File: config.mk
export PLATFORM = sky130hd
export DESIGN_NAME = adc_seq_ctrl
export DESIGN_NICKNAME = d
export VERILOG_FILES = /design/src/rtl/adc_seq_pkg.sv /design/src/rtl/adc_seq_group.sv /design/src/rtl/adc_seq_flags.sv /design/src/rtl/adc_seq_ctrl.sv
export SDC_FILE = /design/constraint.sdc
export NUM_CORES = 1
export LEC_CHECK = 0
export ABC_AREA = 1
export CORE_MARGIN = 2
export CORE_UTILIZATION = 46
export CTS_CLUSTER_DIAMETER = 40
export CTS_CLUSTER_SIZE = 28
export DETAILED_ROUTE_END_ITERATION = 8
export PLACE_DENSITY = 0.86
export REMOVE_ABC_BUFFERS = 1
export SYNTH_ARGS = -nofsm -noshare
export SYNTH_HDL_FRONTEND = slang
export SYNTH_HIERARCHICAL = 1
export SYNTH_SLANG_ARGS = --single-unit
File: constraint.sdc
create_clock -name clk -period 4.62 [get_ports clk]
set_input_delay 0.924 -clock clk [delete_from_list [all_inputs] [get_ports clk]]
set_output_delay 0.924 -clock clk [all_outputs]
set_load 0.05 [all_outputs]
File: src/rtl/adc_seq_pkg.sv
package adc_seq_pkg;
  localparam int FLAG_W      = 4;
  localparam int FL_REG_EOC  = 0;
  localparam int FL_REG_EOS  = 1;
  localparam int FL_INJ_EOC  = 2;
  localparam int FL_INJ_EOS  = 3;
  typedef logic [FLAG_W-1:0] flag_vec_t;
endpackage

File: src/rtl/adc_seq_group.sv
module adc_seq_group #(
  parameter int RANK_W = 4,
  parameter int CH_W   = 5,
  localparam int DEPTH = 1 << RANK_W
) (
  input  logic                  clk,
  input  logic                  rst_n,
  input  logic                  req,
  input  logic                  cont,
  input  logic [RANK_W-1:0]     len_m1,
  input  logic [DEPTH*CH_W-1:0] chan_list,
  input  logic                  done,
  output logic                  act,
  output logic [RANK_W-1:0]     rank,
  output logic [CH_W-1:0]       chan,
  output logic                  last
);
  logic              act_q, act_d;
  logic [RANK_W-1:0] rank_q, rank_d;

  assign last = (rank_q >= len_m1);
  assign chan = chan_list[rank_q*CH_W +: CH_W];
  assign act  = act_q;
  assign rank = rank_q;

  always_comb begin
    act_d  = act_q;
    rank_d = rank_q;
    if (done) begin
      if (last) begin
        rank_d = '0;
        if (!cont) act_d = 1'b0;
      end else begin
        rank_d = rank_q + 1'b1;
      end
    end
    if (req) act_d = 1'b1;
  end

  always_ff @(posedge clk or negedge rst_n) begin
    if (!rst_n) begin
      act_q  <= 1'b0;
      rank_q <= '0;
    end else begin
      act_q <= act_d;
      if (done) rank_q <= rank_d;
    end
  end

  p_cont_hold_r6: assert property (@(posedge clk) disable iff (!rst_n)
    (cont && act_q) |=> act_q);
  p_wrap_r5: assert property (@(posedge clk) disable iff (!rst_n)
    (done && last) |=> (rank_q == '0));
  p_req_keeps_rank_r11: assert property (@(posedge clk) disable iff (!rst_n)
    (req && act_q && !done) |=> (act_q && $stable(rank_q)));
endmodule

File: src/rtl/adc_seq_flags.sv
module adc_seq_flags
  import adc_seq_pkg::*;
(
  input  logic      clk,
  input  logic      rst_n,
  input  flag_vec_t set,
  input  flag_vec_t clr,
  input  flag_vec_t ien,
  output flag_vec_t flags,
  output logic      irq
);
  flag_vec_t fl_q, fl_d;

  always_comb fl_d = (fl_q & ~clr) | set;

  always_ff @(posedge clk or negedge rst_n) begin
    if (!rst_n) fl_q <= '0;
    else        fl_q <= fl_d;
  end

  assign flags = fl_q;
  assign irq   = |(fl_q & ien);

  p_sticky_r8: assert property (@(posedge clk) disable iff (!rst_n)
    1'b1 |=> ((fl_q & $past(fl_q & ~clr)) == $past(fl_q & ~clr)));
  p_set_wins_r8: assert property (@(posedge clk) disable iff (!rst_n)
    (|set) |=> ((fl_q & $past(set)) == $past(set)));
endmodule

File: src/rtl/adc_seq_ctrl.sv
module adc_seq_ctrl
  import adc_seq_pkg::*;
#(
  parameter int CH_W       = 5,
  parameter int DATA_W     = 16,
  parameter int REG_RANK_W = 4,
  parameter int INJ_RANK_W = 2,
  localparam int REG_DEPTH = 1 << REG_RANK_W,
  localparam int INJ_DEPTH = 1 << INJ_RANK_W
) (
  input  logic                       clk,
  input  logic                       rst_n,
  input  logic                       cont_mode,
  input  logic                       reg_start_set,
  input  logic                       reg_trig,
  input  logic [REG_RANK_W-1:0]      reg_len_m1,
  input  logic [REG_DEPTH*CH_W-1:0]  reg_chan_list,
  input  logic                       inj_start_set,
  input  logic                       inj_trig,
  input  logic [INJ_RANK_W-1:0]      inj_len_m1,
  input  logic [INJ_DEPTH*CH_W-1:0]  inj_chan_list,
  input  logic [FLAG_W-1:0]          flag_clr,
  input  logic [FLAG_W-1:0]          irq_en,
  output logic                       conv_start,
  output logic [CH_W-1:0]            conv_chan,
  input  logic                       conv_done,
  input  logic [DATA_W-1:0]          conv_data,
  output logic [DATA_W-1:0]          reg_data,
  output logic [INJ_DEPTH*DATA_W-1:0] inj_data,
  output logic [FLAG_W-1:0]          flags,
  output logic                       irq,
  output logic                       reg_busy,
  output logic                       inj_busy
);
  logic                  reg_act, inj_act, reg_last, inj_last;
  logic [REG_RANK_W-1:0] reg_rank;
  logic [INJ_RANK_W-1:0] inj_rank;
  logic [CH_W-1:0]       reg_ch, inj_ch;
  logic                  reg_req, inj_req;

  logic                  busy_q, busy_d;
  logic                  cur_inj_q, cur_inj_d;
  logic                  start_q, start_d;
  logic [CH_W-1:0]       chan_q, chan_d;
  logic                  issue, fin, reg_done, inj_done;
  flag_vec_t             fl_set;
  logic [DATA_W-1:0]     rdata_q;
  logic [DATA_W-1:0]     idata_q [INJ_DEPTH];

  assign reg_req  = reg_start_set | reg_trig;
  assign inj_req  = inj_start_set | inj_trig;
  assign fin      = busy_q & conv_done;
  assign reg_done = fin & ~cur_inj_q;
  assign inj_done = fin &  cur_inj_q;
  assign issue    = ~busy_q & (reg_act | inj_act);

  adc_seq_group #(.RANK_W(REG_RANK_W), .CH_W(CH_W)) u_reg_grp (
    .clk(clk), .rst_n(rst_n), .req(reg_req), .cont(cont_mode),
    .len_m1(reg_len_m1), .chan_list(reg_chan_list), .done(reg_done),
    .act(reg_act), .rank(reg_rank), .chan(reg_ch), .last(reg_last));

  adc_seq_group #(.RANK_W(INJ_RANK_W), .CH_W(CH_W)) u_inj_grp (
    .clk(clk), .rst_n(rst_n), .req(inj_req), .cont(1'b0),
    .len_m1(inj_len_m1), .chan_list(inj_chan_list), .done(inj_done),
    .act(inj_act), .rank(inj_rank), .chan(inj_ch), .last(inj_last));

  // Arbitration: injected group wins whenever the converter is free.
  always_comb begin
    busy_d    = busy_q;
    cur_inj_d = cur_inj_q;
    chan_d    = chan_q;
    start_d   = issue;
    if (fin) busy_d = 1'b0;
    if (issue) begin
      busy_d    = 1'b1;
      cur_inj_d = inj_act;
      chan_d    = inj_act ? inj_ch : reg_ch;
    end
  end

  always_ff @(posedge clk or negedge rst_n) begin
    if (!rst_n) begin
      busy_q    <= 1'b0;
      cur_inj_q <= 1'b0;
      start_q   <= 1'b0;
      chan_q    <= '0;
    end else begin
      busy_q  <= busy_d;
      start_q <= start_d;
      if (issue) begin
        cur_inj_q <= cur_inj_d;
        chan_q    <= chan_d;
      end
    end
  end

  always_ff @(posedge clk or negedge rst_n) begin
    if (!rst_n)        rdata_q <= '0;
    else if (reg_done) rdata_q <= conv_data;
  end

  for (genvar k = 0; k < INJ_DEPTH; k++) begin : g_inj_slot
    logic wr_en;
    assign wr_en = inj_done && (inj_rank == INJ_RANK_W'(k));
    always_ff @(posedge clk or negedge rst_n) begin
      if (!rst_n)     idata_q[k] <= '0;
      else if (wr_en) idata_q[k] <= conv_data;
    end
    assign inj_data[k*DATA_W +: DATA_W] = idata_q[k];
  end

  always_comb begin
    fl_set             = '0;
    fl_set[FL_REG_EOC] = reg_done;
    fl_set[FL_REG_EOS] = reg_done & reg_last;
    fl_set[FL_INJ_EOC] = inj_done;
    fl_set[FL_INJ_EOS] = inj_done & inj_last;
  end

  adc_seq_flags u_flags (
    .clk(clk), .rst_n(rst_n), .set(fl_set), .clr(flag_clr),
    .ien(irq_en), .flags(flags), .irq(irq));

  assign conv_start = start_q;
  assign conv_chan  = chan_q;
  assign reg_data   = rdata_q;
  assign reg_busy   = reg_act;
  assign inj_busy   = inj_act;

  p_start_busy_r7: assert property (@(posedge clk) disable iff (!rst_n)
    conv_start |-> busy_q);
  p_inj_first_r7: assert property (@(posedge clk) disable iff (!rst_n)
    (!busy_q && inj_act) |=> (conv_start && cur_inj_q));
  p_start_needs_act_r2: assert property (@(posedge clk) disable iff (!rst_n)
    (!busy_q && !reg_act && !inj_act) |=> !conv_start);
  p_single_stop_r1: assert property (@(posedge clk) disable iff (!rst_n)
    (reg_done && reg_last && !cont_mode && !reg_req) |=> !reg_act);
endmodule

# Yosys cells after proc, flatten, opt, wreduce, memory -nomap -nowiden
# Index checks and enable logic that the tools add are counted.
# totals
wordCells	66
regBits	100
# classes
n_bitwise	15
n_shift	2
reduce_logical	13
eq_ne	4
n_addsub	2
n_mul	2
muxes	12
n_lt_le_gt_ge	2
# op_table
cell	count
$shiftx 80x8->5	1
$shiftx 20x6->5	1
$reduce_bool 2->1	5
$mux 1	9
$and 4x4->4	2
$mul 4x3->7 const B	1
$and 1x1->1	6
$mul 2x3->5 const B	1
$mux 5	1
$add 4x1->4 const B	1
$eq 2x2->1 const B	2
$ge 4x4->1	1
$logic_and 1x1->1	4
$mux 4	1
$not 4->4	1
$or 4x4->4	1
$reduce_or 4->1	1
$or 1x1->1	3
$reduce_and 3->1	1
$add 2x1->2 const B	1
$eq 2x1->1 const B	1
$ge 2x2->1	1
$logic_not 2->1	1
$mux 2	1
other kinds (3)	4

# Depth between registers and ports, before layout
# Gate-level depths: netlist (run 1).
# depth
depth_word	4
ltp_mapped	13

# Modules after synthesis
# The synthesis (run 1) kept the hierarchy.
# modules_own_cells
module	instances	cells_per_inst	area_each_um2
adc_seq_ctrl	1	407	3530.9
adc_seq_group at u_reg_grp	1	242	1251.2
adc_seq_group at u_inj_grp	1	59	359.1
adc_seq_flags	1	21	178.9

# Worst setup path before layout (run 1)
# No wires, ideal clock.
# synth_path
path_type	in2out
start	input irq_en[0]
end	output irq
slack_ns	2.289
arrival_time_ns	1.407
path_stages	4
cell_sequence	nand2_1 -> nand2_1 -> inv_1 -> nand2_1
# synth_between
elab_chain_cells	2
# synth_rtl
element	line	text
start, declared	adc_seq_ctrl.sv:23	input logic [FLAG_W-1:0] irq_en,
$and 4x4->4	adc_seq_flags.sv:22	assign irq = |(fl_q & ien);
$reduce_or 4->1	adc_seq_flags.sv:22	
end, declared	adc_seq_ctrl.sv:31	output logic irq,
# No other way between the ends.

# Worst setup path after layout (run 1)
# layout_path
start	input irq_en[2]
end	output irq
# Same word-level chain as after synthesis.

==> out/results.ini, run 1 <==
[run_status]
status = completed

[finish]
syn2layout_area_growth_pct = 48.14
fin_area_sq_um = 7881
layout-drive-gt1-share = 0.04017
fin_cells = 1089
n_antenna_cell = 0
nFillCells = 913
final_common_cell = nand2_1
mostFrequentLayoutCells = 363 x nand2_1, 229 x clkdlybuf4s50_1, 100 x dfrtp_1, 58 x inv_1, 54 x nand3_1
final_nets = 1086

[routing]
drt_iter0_markers = 444
vias = 5439
avgViaCountPerCell = 4.994
drt-total-wl_um = 16840
drcViolationCount = 0
first_pass_iters = 5
wl_per_cell_um = 15.46
ant_nets = 0

[yosys]
seq_area_frac_synth = 0.4704
synth_area_leaders = dfrtp_1 47%, nand2_1 26%, nand3_1 5.1%
async_reset_ff_frac = 1.000
synth_top_area_share = 0.4704
synth_ff_type = dfrtp_1
avgSynthCellArea_sq_um = 7.298
synth-simple-area-share = 0.3589
synth_adder_area_share = 0.01646
muxShareOfSynthArea = 0.001881
yosys.area.top_type = dfrtp_1
synth_top_family_by_area = simple AND/OR/NAND/NOR gates
synth_xor_area_frac = 0.004939
netlist_instances = 729
yosysWarnings = 6
synth_edf_count = 0
synth_cell_types = 29
synth_compound_area_frac = 0.05245
ys_ff_latch = 100
synth_area_sq_um = 5320

[global_route]
grt_pass1_wl_um = 27110
gr-total-overflow = 0
track_usage = 0.2705
antenna_found_initial = 0
grt_pass1_vias = 5316
grt_max_degree = 75

[placement]
dp_slack_ns = 1.328
io_buffers = 230
finalWeightedCongestion = 0.8551
placed_cells = 1073
placed_cell_area_sq_um = 7580
dp_hpwl_um = 11990

[floorplan]
num_rows = 39
core_sq_um = 11370
die_y_um = 111.5
pin_count = 231
dieWidth_um = 111.5
die_area_sq_um = 12440
initial_core_util = 0.4679

[critical_path]
cp.required_ns = 3.70
critical_path_buf_inv_count = 3
cp-end-kind = output port
cpMostUsedCell = nand2_1
cpLargestDelayFamily = buffers and inverters
arrival_ns = 2.36
timing.rr.end = u_flags/flags[1]
crit_slowest_cell = clkdlybuf4s50_1
crit_type = primary input to output port
rr_startpoint = u_reg_grp/rank[0]
cp_cell_sequence = clkdlybuf4s50_1 > nand2_1 > nand2_1 > inv_1 > nand2_1 > clkdlybuf4s50_1
slowest_delay_ns = 0.79
reg2reg_setup_slack_ns = 2.53
r2r_cells = 8
start_kind = primary input
path_max_fanout = 1

[timing]
fin_crit_sh = 0.7109
setup_viol_count_final = 0
setup_ws_ns = 1.336
relSlewSlack = 0.3993
slew_violations = 0
setup_tns_ns = 0
rsz0062_at_grt = false
fin_skew_ns = 0.007665
fmax_ghz = 0.3045
period_needed_ns = 3.284
worst_pin_slew_ns = 0.9010
finalHoldViolations = 0

[clocking]
postCtsHoldBufs = 0
cts_max_path_buffers = 2
cts_root_buffer = clkbuf_16
post_cts_buffers = 0
ctsResizeCount = 0
clock_sinks = 100
clk_latency_ns = 0.34
path_clk_slew_ns = 0.07
numCtsBuffers = 9
cts_tree = yes
cts.htree.levels = 3

[pwr]
power_mw = 5.960
p_leak_nw = 3.988
ir_drop_mv = 0.5720
pwr_density_cell_nw_per_um2 = 756.3

[min_path]
hold_end = inj_data[58]
hp-start = inj_data[58]
min_path_type = flip-flop to flip-flop
whs_path_depth = 2

[flow_run]
cap_violations = 0

report_power, final:
| part | total [mW] | switching [mW] | internal, mW | leakage [nW] |
|---|---|---|---|---|
| clock network | 0.764 | 0.338 | 0.426 | 0.137 |
| logic | 3.62 | 2.45 | 1.16 | 2.60 |
| registers | 1.58 | 0.311 | 1.27 | 1.25 |
| total | 5.96 | 3.10 | 2.86 | 3.99 |
stage by stage:
stage          hold WS [ns]  utilization
3_5_place_dp         0.4570       0.6667
3_3_place_gp         0.4529       0.6667
6_report             0.4730       0.6932
2_1_floorplan        0.5033            -
4_1_cts              0.4743       0.6932
5_1_grt              0.4881       0.6932
cell type report:
cell class                 count  area (sq um)  share of cell area
clock buffer                  10         229.0             0.02905
clock inverter                 6         72.57            0.009208
inverter                      65         260.3             0.03302
multi-input combinational    532          2316              0.2939
sequential                   100          2502              0.3175
tap                          143         178.9             0.02270
timing repair buffer         233          2322              0.2947
state kept, by name, summed over array words and instances (netlist names):
name,flops
conv_chan,5
u_flags/flags,4
u_reg_grp/rank,4
u_inj_grp/act,1
busy_q,1
inj_data,64
u_inj_grp/rank,2
cur_inj_q,1
conv_start,1
u_reg_grp/act,1
reg_data,16
cell families after synthesis:
logic type	count (synthesis)
flops	100
compound gates	48
fa+ha+maj	7
other cells	1
mux	1
buf+inv	97
simple gates	472
xor+xnor	3
worst min-delay path, cell delays in order (launching register included):
cell	delay (ns)
dfrtp_1	0.35
nand2_1	0.05
nand2_1	0.05
Yosys cell counts, types with 2 or more instances:
cell type / number
nand2_1: 363
dfrtp_1: 100
inv_1: 58
nand3_1: 54
nor2_1: 40
o21ai_1: 23
buf_6: 11
o211ai_1: 11
buf_2: 10
o21ai_0: 8
buf_4: 7
ha_1: 7
inv_2: 5
clkbuf_1: 4
o21bai_1: 4
nand4_1: 3
nor2_4: 3
xor2_1: 3
nand2_4: 2
nand3_2: 2
nor2_2: 2
or2_2: 2
routing by layer:
metal	track usage	vias to the layer above	routed length, um
met5	0	-	0
met4	0.08395	0	502
met3	0.04627	43	964
met2	0.4541	187	8230
met1	0.3614	2548	7140
li1	-	2661	-
worst max path at each step:
| stage | startpoint | end | slack (ns) | cells after the start |
|---|---|---|---|---|
| floorplan | u_reg_grp/rank[0] | u_flags/flags[1] | 2.27 | 7 |
| global route | irq_en[2] | irq | 1.24 | 6 |
| global placement | irq_en[1] | irq | 1.34 | 6 |
| detailed placement | irq_en[0] | irq | 1.33 | 6 |
| finish | irq_en[2] | irq | 1.34 | 6 |
| CTS | irq_en[1] | irq | 1.33 | 6 |
Note: power is estimated with default switching activity, not from simulation.
==> run 2: changes to the inputs <==
Settings changed: CORE_UTILIZATION 46 to 39, PLACE_DENSITY 0.86 to 0.78.
Clock period 4.62 ns to 2.7 ns, I/O delays scaled along.
==> run 2 against run 1 <==
Largest power group unchanged; critical path type is now flip-flop to output port; utilization decreased by 9.0 points; count of clock-buffer cells in the layout unchanged; setup slack got worse by 0.82 ns; register-to-register slack got worse by 1.8 ns; non-clock buffer count rose by 4; clock power increased by 95%; first-iteration DRC count shrank 22%.
==> out/results.ini, run 2 (synthesis gave the netlist of run 1 again) <==
[global_route]
grt_max_degree = 57  ; -24%
gr-total-overflow = 0  ; unchanged
grt_pass1_wl_um = 27290  ; +0.66%
track_usage = 0.2397  ; -0.03073
grt_pass1_vias = 5249  ; -1.3%
antenna_found_initial = 0  ; unchanged

[routing]
ant_nets = 0  ; unchanged
avgViaCountPerCell = 4.790  ; -4.1%
drcViolationCount = 0  ; unchanged
drt_iter0_markers = 347  ; -22%
first_pass_iters = 5  ; unchanged
vias = 5394  ; -0.83%
drt-total-wl_um = 17230  ; +2.3%
wl_per_cell_um = 15.30  ; -1.0%

[critical_path]
start_kind = flip-flop
cp_cell_sequence = clkdlybuf4s50_1
slowest_delay_ns = 0.87  ; +0.08 ns
startpoint = u_reg_grp/act
crit_end = reg_busy
arrival_ns = 1.65  ; -0.71 ns
crit_type = flip-flop to output port
cpLargestDelayFamily = buffers and inverters
crit_slowest_cell = clkdlybuf4s50_1
cp.required_ns = 2.16  ; -1.54 ns
critical_path_buf_inv_count = 1  ; -2
rr_startpoint = u_reg_grp/rank[0]
r2r_cells = 11  ; +3
reg2reg_setup_slack_ns = 0.72  ; -1.81 ns
cp-end-kind = output port
path_max_fanout = 3  ; +2
timing.rr.end = conv_chan[3]
path_depth = 1  ; -5

[clocking]
ctsResizeCount = 0  ; unchanged
path_clk_slew_ns = 0.06  ; about the same
cts_tree = yes
post_cts_buffers = 0  ; unchanged
postCtsHoldBufs = 0  ; unchanged
cts.htree.levels = 3  ; unchanged
numCtsBuffers = 9  ; unchanged
cts_root_buffer = clkbuf_16
clock_sinks = 100  ; unchanged
cts_max_path_buffers = 2  ; unchanged
clk_latency_ns = 0.34  ; about the same

[timing]
fin_skew_ns = 0.007353  ; -0.0003119 ns
worst_pin_slew_ns = 0.8571  ; -0.04394 ns
relSlewSlack = 0.4280  ; +0.02868
rsz0062_at_grt = false
fmax_ghz = 0.4571
slew_violations = 0  ; unchanged
period_needed_ns = 2.187
finalHoldViolations = 0  ; unchanged
fin_crit_sh = 0.8102
setup_tns_ns = 0  ; unchanged
setup_viol_count_final = 0  ; unchanged
whs_ns = 0.1989  ; -0.2741 ns

[finish]
layout-drive-gt1-share = 0.04632  ; +0.006147
final_common_cell = nand2_1
fin_cells = 1126  ; +3.4%
n_antenna_cell = 0  ; unchanged
mostFrequentLayoutCells = 363 x nand2_1, 228 x clkdlybuf4s50_1, 100 x dfrtp_1, 58 x inv_1, 54 x nand3_1
syn2layout_area_growth_pct = 50.82
final_nets = 1090  ; +0.37%
largest_reg_flops = 64  ; unchanged

[pwr]
pwr-share-seq = 0.256  ; -0.009
pwr_density_cell_nw_per_um2 = 1295  ; +71%
p_int_mw = 5.138  ; +80%
netSwitchingPower_mw = 5.257  ; +70%
p_leak_nw = 4.048  ; +1.5%
power_frac_comb = 0.600  ; -0.007
power_mw = 10.39  ; +74%
clkPwrFrac = 0.143  ; +0.015
ir_drop_mv = 0.7563  ; +32%
p_sw_frac = 0.5057  ; -0.01455

[floorplan]
die_y_um = 120.8  ; +8.3%
num_rows = 42  ; +7.7%
core_sq_um = 13300  ; +17%
pin_count = 231  ; unchanged
dieWidth_um = 120.8  ; +8.3%
die_area_sq_um = 14590  ; +17%
initial_core_util = 0.4002  ; -0.06777

[run_status]
status = completed

[placement]
placed_cells = 1110  ; +3.4%
dp_hpwl_um = 12810  ; +6.8%
finalWeightedCongestion = 0.8435  ; -1.4%
io_buffers = 230  ; unchanged

[min_path]
min_path_type = primary input to asynchronous set/reset pin

[flow_run]
cap_violations = 0  ; unchanged

-- run 2: cell types whose count changed in the layout (fill, tap and decap cells not counted), sizes merged --
| cell | previous run | this run |
|---|---|---|
| buf | 4 | 9 |
| clkinv | 0 | 2 |
| inv | 66 | 64 |
| clkinvlp | 3 | 1 |
| clkdlybuf4s50 | 229 | 228 |
| bufinv | 2 | 4 |
-- run 2: per-layer routing --
metal,wire length (um),vias to the layer above,GRT usage,share of wire
met5,0,-,0,0
met4,563,0,0.09302,0.033
met3,960,35,0.05425,0.056
met2,8275,177,0.3898,0.48
met1,7429,2503,0.3109,0.43
li1,-,2679,-,-
-- run 2: final cells by class --
cell class	instances	area (sq um)
multi-input cells	532	2316
flip-flops and latches	100	2502
clock buffers	10	239.0
clock inverters	6	111.4
repair buffers	237	2375
fillers	1183	5271
well taps	176	220.2
inverters	65	260.3
-- run 2: per-stage QoR --
stage | worst slack [ns] | utilization | area, sq um
2_1_floorplan | 0.3489 | - | 5079
3_3_place_gp | 0.5526 | 0.5772 | 7674
3_5_place_dp | 0.4797 | 0.5772 | 7674
4_1_cts | 0.4911 | 0.6035 | 8024
5_1_grt | 0.4642 | 0.6035 | 8024
6_report | 0.5125 | 0.6035 | 8024
-- run 2: power groups by stage --
stage / sequential [mW] / combinational (mW) / clock (mW)
after detailed placement: 2.67 / 6.25 / 0
final: 2.67 / 6.24 / 1.49
after CTS: 2.67 / 6.26 / 1.52
after global routing: 2.75 / 6.71 / 1.58
after global placement: 2.67 / 6.17 / 0
after floorplan: 4.85 / 1.78 / 0
-- run 2: worst min path at each step --
stage | start | end | depth (start not counted)
6_report | rst_n | reg_data[12] | 1
5_1_grt | rst_n | inj_data[48] | 1
4_1_cts | rst_n | reg_data[0] | 1
3_5_place_dp | inj_data[13] | inj_data[13] | 2
3_3_place_gp | inj_data[1] | inj_data[1] | 2
2_1_floorplan | rst_n | busy_q | 0
